`src/rtl/irqc_pkg.sv`:
```
package irqc_pkg;
  localparam int DATA_W = 32;
  localparam int WORD_W = 3;

  typedef enum logic [WORD_W-1:0] {
    W_STAT = 3'd0,
    W_PEND = 3'd1,
    W_ENAB = 3'd2,
    W_ACK  = 3'd3,
    W_SETE = 3'd4,
    W_CLRE = 3'd5,
    W_VECT = 3'd6,
    W_MAST = 3'd7
  } reg_word_e;
endpackage

```
`src/rtl/irqc_capture.sv`:
```
module irqc_capture #(
  parameter int N_SRC = 32,
  parameter logic [N_SRC-1:0] EDGE_LINES = '0
) (
  input  logic             clk,
  input  logic             rst_n,
  input  logic             hw_en,
  input  logic [N_SRC-1:0] irq_in,
  input  logic [N_SRC-1:0] ack_mask,
  output logic [N_SRC-1:0] status_q
);
  logic [N_SRC-1:0] hit;

  for (genvar g = 0; g < N_SRC; g++) begin : g_line
    if (EDGE_LINES[g]) begin : g_edge
      logic last_q;
      always_ff @(posedge clk or negedge rst_n) begin
        if (!rst_n) last_q <= 1'b0;
        else        last_q <= irq_in[g];
      end
      assign hit[g] = hw_en & irq_in[g] & ~last_q;
    end else begin : g_level
      assign hit[g] = hw_en & irq_in[g];
    end
  end

  // new captures override a simultaneous acknowledge
  always_ff @(posedge clk or negedge rst_n) begin
    if (!rst_n) status_q <= '0;
    else        status_q <= (status_q & ~ack_mask) | hit;
  end
endmodule

```
`src/rtl/irqc_ctrl_regs.sv`:
```
module irqc_ctrl_regs
  import irqc_pkg::*;
#(
  parameter int N_SRC = 32
) (
  input  logic              clk,
  input  logic              rst_n,
  input  logic              wr,
  input  logic [WORD_W-1:0] word,
  input  logic [N_SRC-1:0]  wdata,
  output logic [N_SRC-1:0]  enable_q,
  output logic [1:0]        master_q
);
  always_ff @(posedge clk or negedge rst_n) begin
    if (!rst_n) begin
      enable_q <= '0;
      master_q <= '0;
    end else if (wr) begin
      case (word)
        W_ENAB:  enable_q <= wdata;
        W_SETE:  enable_q <= enable_q | wdata;
        W_CLRE:  enable_q <= enable_q & ~wdata;
        W_MAST:  master_q <= wdata[1:0];
        default: ;
      endcase
    end
  end
endmodule

```
`src/rtl/irqc_prio.sv`:
```
module irqc_prio #(
  parameter int N_SRC = 32,
  localparam int IDX_W = (N_SRC > 1) ? $clog2(N_SRC) : 1
) (
  input  logic [N_SRC-1:0] pend,
  output logic             any,
  output logic [IDX_W-1:0] idx
);
  always_comb begin
    any = |pend;
    idx = '0;
    for (int i = N_SRC - 1; i >= 0; i--) begin
      if (pend[i]) idx = IDX_W'(i);
    end
  end
endmodule

```
`src/rtl/irqc_top.sv`:
```
module irqc_top
  import irqc_pkg::*;
#(
  parameter int N_SRC = 32,
  parameter logic [N_SRC-1:0] EDGE_LINES = 32'hFFFF_0000
) (
  input  logic              clk,
  input  logic              rst_n,
  input  logic [N_SRC-1:0]  irq_in,
  input  logic [WORD_W-1:0] bus_word,
  input  logic              bus_wr,
  input  logic [DATA_W-1:0] bus_wdata,
  output logic [DATA_W-1:0] bus_rdata,
  output logic              irq_out
);
  localparam int IDX_W = (N_SRC > 1) ? $clog2(N_SRC) : 1;

  logic [N_SRC-1:0]  status_q, enable_q, pend, ack_mask;
  logic [1:0]        master_q;
  logic              any_pend;
  logic [IDX_W-1:0]  low_idx;
  logic [DATA_W-1:0] vec_word;

  assign ack_mask = (bus_wr && bus_word == W_ACK) ? bus_wdata[N_SRC-1:0] : '0;

  irqc_capture #(.N_SRC(N_SRC), .EDGE_LINES(EDGE_LINES)) u_cap (
    .clk(clk), .rst_n(rst_n), .hw_en(master_q[1]), .irq_in(irq_in),
    .ack_mask(ack_mask), .status_q(status_q)
  );

  irqc_ctrl_regs #(.N_SRC(N_SRC)) u_ctl (
    .clk(clk), .rst_n(rst_n), .wr(bus_wr), .word(bus_word),
    .wdata(bus_wdata[N_SRC-1:0]), .enable_q(enable_q), .master_q(master_q)
  );

  assign pend = status_q & enable_q;

  irqc_prio #(.N_SRC(N_SRC)) u_prio (.pend(pend), .any(any_pend), .idx(low_idx));

  assign vec_word = any_pend ? DATA_W'(low_idx) : '1;
  assign irq_out  = any_pend & master_q[0];

  always_comb begin
    case (bus_word)
      W_STAT:  bus_rdata = DATA_W'(status_q);
      W_PEND:  bus_rdata = DATA_W'(pend);
      W_ENAB:  bus_rdata = DATA_W'(enable_q);
      W_VECT:  bus_rdata = vec_word;
      W_MAST:  bus_rdata = DATA_W'(master_q);
      default: bus_rdata = '0;
    endcase
  end
endmodule

```
`config.mk`:
```
export PLATFORM = sky130hd
export DESIGN_NAME = irqc_top
export DESIGN_NICKNAME = d
export VERILOG_FILES = /design/src/rtl/irqc_pkg.sv /design/src/rtl/irqc_capture.sv /design/src/rtl/irqc_ctrl_regs.sv /design/src/rtl/irqc_prio.sv /design/src/rtl/irqc_top.sv
export SDC_FILE = /design/constraint.sdc
export NUM_CORES = 1
export LEC_CHECK = 0
export BUFFER_PORTS_ARGS = -buffer_cell sky130_fd_sc_hd__clkbuf_2
export CORE_MARGIN = 1.5
export CORE_UTILIZATION = 55
export CTS_CLUSTER_SIZE = 16
export DETAILED_ROUTE_END_ITERATION = 10
export PLACE_DENSITY = 0.81
export SLEW_MARGIN = 20
export SYNTH_ARGS = -nofsm -noshare
export SYNTH_HDL_FRONTEND = slang
export SYNTH_SLANG_ARGS = --single-unit
```
`constraint.sdc`:
```
create_clock -name clk -period 2.8 [get_ports clk]
set_clock_uncertainty 0.05 [all_clocks]
set_input_delay 0.56 -clock clk [delete_from_list [all_inputs] [get_ports clk]]
set_output_delay 0.56 -clock clk [all_outputs]
set_load 0.1 [all_outputs]
```
==> results.sh <==
export IMPL_synth_most_common_cell="nand2_1"
export IMPL_antenna_left=0
export IMPL_path_class="flip-flop to primary output"
export IMPL_clk_latency_ns=0.36
export IMPL_overflow=0
export IMPL_critPathCapture="bus_rdata[16]"
export IMPL_hold_slack_ns=0.106
export IMPL_first_pass_iters=6
export IMPL_synth_top_area_cell="dfrtp_1"
export IMPL_worstSetupEndpointType="primary output"
export IMPL_grt_pass1_wl_um=26400
export IMPL_crit_required_ns=2.19
export IMPL_die_w_um=95.2
export IMPL_htree_levels=3
export IMPL_timing_final_crit_period_ns=3.20
export IMPL_fill_cells=421
export IMPL_finalCoreUtilization=0.840
export IMPL_slew_viol_final=0
export IMPL_die_area_um2=9060
export IMPL_io_pins=103
export IMPL_netlist_area_um2=4670
export IMPL_rrSetupSlack_ns=1.64
export IMPL_dp_hpwl_um=10800
export IMPL_synth_seq_cells=82
export IMPL_clkPwrFrac=0.188
export IMPL_vias_per_cell=6.63
export IMPL_syn_nets=611
export IMPL_synth_cell_types=45
export IMPL_tightest_slew_ns=0.532
export IMPL_fin_nets=774
export IMPL_hold_viol_final=0
export IMPL_grt_max_degree=47
export IMPL_path_clk_slew_ns=0.09
export IMPL_core_rowCount=33
export IMPL_areaGrowthSynthToFinish_pct=47.8
export IMPL_final_setup_viol_count=31
export IMPL_synth_edf_count=0
export IMPL_peakVddDrop_v=0.000466
export IMPL_place_congestion=0.858
export IMPL_wl_per_cell_um=20.5
export IMPL_io_buffers=102
export IMPL_netSwitchingFraction=0.419
export IMPL_root_buffer="clkbuf_8"
export IMPL_routed_via_count=5389
export IMPL_maxSlewHeadroom=0.645
export IMPL_ys_async_sr_fraction=1.00
export IMPL_cell_internal_pwr_mw=2.80
export IMPL_grt_use_total=0.384
export IMPL_grt_setup_unrepaired="yes"
export IMPL_reg2reg_depth=3
export IMPL_coreArea_um2=8220
export IMPL_p_seq_frac=0.332
export IMPL_start_util=0.569
export IMPL_min_path_type="input port to async pin"
export IMPL_grt_pass1_vias=5428
export IMPL_cts_buffers=9
export IMPL_fin_crit_sh=1.14
export IMPL_yosysSeqAreaShare=0.439
export IMPL_violations="setup timing"
export IMPL_cts_sinks=82
export IMPL_startpoint_type="flip-flop"
export IMPL_synth_top_cells_by_count="nand2_1 (126), dfrtp_1 (82), a21oi_1 (68)"
export IMPL_wirelength_um=16700
export IMPL_leakage_nw=2.99
export IMPL_syn_avg_cell_area_um2=8.64
export IMPL_startpoint="u_ctl.enable_q[26]$_DFFE_PN0P_"
export IMPL_ys_top_cells_by_area="dfrtp_1 (44%), nand2_1 (10%), a21oi_1 (7.3%), a32oi_1 (5.4%), nand2b_1 (4.0%)"
export IMPL_antenna_found_initial=0
export IMPL_yosys_warnings=0
export IMPL_reg2reg_from="u_ctl.master_q[1]$_DFFE_PN0P_"
export IMPL_cts_buffer_depth=2
export IMPL_antenna_cells=0
export IMPL_cp_arrival_ns=2.59
export IMPL_cts_tree="built"
export IMPL_r2r_end="u_cap.status_q[31]$_DFF_PN0_"
export IMPL_ctsHoldBuffers=0
export IMPL_power_frac_comb=0.480
export IMPL_synth_top_area_frac=0.439
export IMPL_max_freq_mhz=312
export IMPL_switchingPower_mw=2.02
export IMPL_outcome="finished with violations"
export IMPL_first_iter_violations=562
export IMPL_drc=0
export IMPL_die_h_um=95.2
export IMPL_syn_instance_count=541
export IMPL_drive_gt1_frac=0.371
export IMPL_fin_ws_ns=-0.400
export IMPL_power_density_nw_per_um2=698
export IMPL_maxCapViolCount=0
export IMPL_worstPathMaxFanout=8
export IMPL_dominantRegCellSynth="dfrtp_1"
layout make-up:
type | count | area [um2] | share of cell area
multi-input combinational | 419 | 2770 | 0.401
tap | 105 | 131 | 0.0190
clock buffer | 11 | 151 | 0.0219
timing repair buffer | 190 | 1740 | 0.252
inverter | 2 | 7.51 | 0.00109
sequential | 82 | 2060 | 0.298
clock inverter | 4 | 51.3 | 0.00743
power groups by stage:
stage	registers (mW)	clock network, mW	logic [mW]
final	1.60	0.908	2.31
after global routing	1.62	0.954	2.42
after CTS	1.58	0.898	2.23
after detailed placement	1.59	0	2.16
after global placement	1.57	0	2.10
after floorplan	1.59	0	1.23
how the worst min path moves through the flow:
stage | from | endpoint | slack, ns | cells after the start
floorplan | rst_n | u_cap.g_line[16].g_edge.last_q$_DFF_PN0_ | 0.21 | 0
global placement | u_cap.g_line[17].g_edge.last_q$_DFF_PN0_ | u_cap.status_q[17]$_DFF_PN0_ | 0.35 | 1
detailed placement | u_cap.g_line[22].g_edge.last_q$_DFF_PN0_ | u_cap.status_q[22]$_DFF_PN0_ | 0.36 | 1
CTS | rst_n | u_cap.status_q[9]$_DFF_PN0_ | 0.13 | 1
global route | rst_n | u_cap.status_q[9]$_DFF_PN0_ | 0.15 | 1
finish | rst_n | u_cap.status_q[9]$_DFF_PN0_ | 0.11 | 1
repair_timing:
item | 4_1_cts | 5_1_grt
resized for setup | 17 | 12
pin swaps | 9 | 5
endpoints found under the setup margin | 33 | 33
setup buffers | 13 | 3
hold endpoints to repair | 0 | 0
per-stage QoR:
step	std cells	cell area (um2)	TNS, ns	setup WS [ns]	total power, mW
2_1_floorplan	541	4880	-4.11	-0.532	2.82
3_3_place_gp	782	6450	-0.627	-0.0430	3.67
3_5_place_dp	782	6450	-0.642	-0.0484	3.74
4_1_cts	810	6840	-9.00	-0.316	4.71
5_1_grt	813	6900	-12.52	-0.439	5.00
6_report	813	6900	-11.27	-0.400	4.82
critical path: stages (launching register included):
cell	delay, ns
dfrtp_1	0.41
a22oi_2	0.26
nand4_1	0.16
or4_4	0.54
or2_4	0.27
buf_12	0.16
buf_12	0.15
o21ai_4	0.07
buf_12	0.19
state kept, by name, indices dropped and copies added, names as in the netlist:
signal                      count
u_cap.g_line.g_edge.last_q     16
u_cap.status_q                 32
u_ctl.enable_q                 32
u_ctl.master_q                  2
metal layers:
layer  up-vias  part of all wire  GRT usage
met3        94             0.094     0.0893
met5         -                 0          0
met1      2550              0.37      0.452
met2       422              0.49      0.638
met4         0             0.047      0.225
li1       2323                 -          -
cells in the final DEF (no fill, tap or decap), types with 3 or more instances in the layout:
master / n
o21ai_1: 20
a22oi_2: 12
a32o_1: 3
a21oi_1: 68
a32oi_1: 29
buf_4: 81
o21ai_4: 21
dfrtp_1: 79
a22o_1: 18
o21ai_2: 5
mux2i_1: 4
nand2_1: 126
nand3_1: 8
o21ai_0: 30
buf_6: 4
clkbuf_8: 11
a222oi_1: 3
buf_12: 36
nand2b_1: 30
clkbuf_2: 68
and2_1: 4
dfrtp_2: 3
logic make-up after synthesis:
logic type | Yosys count | share of synthesized area
mux | 6 | 0.0134
simple gates | 181 | 0.174
buf+inv | 40 | 0.0378
flops | 82 | 0.439
compound gates | 232 | 0.335
Power figures use the tool's default switching activity.
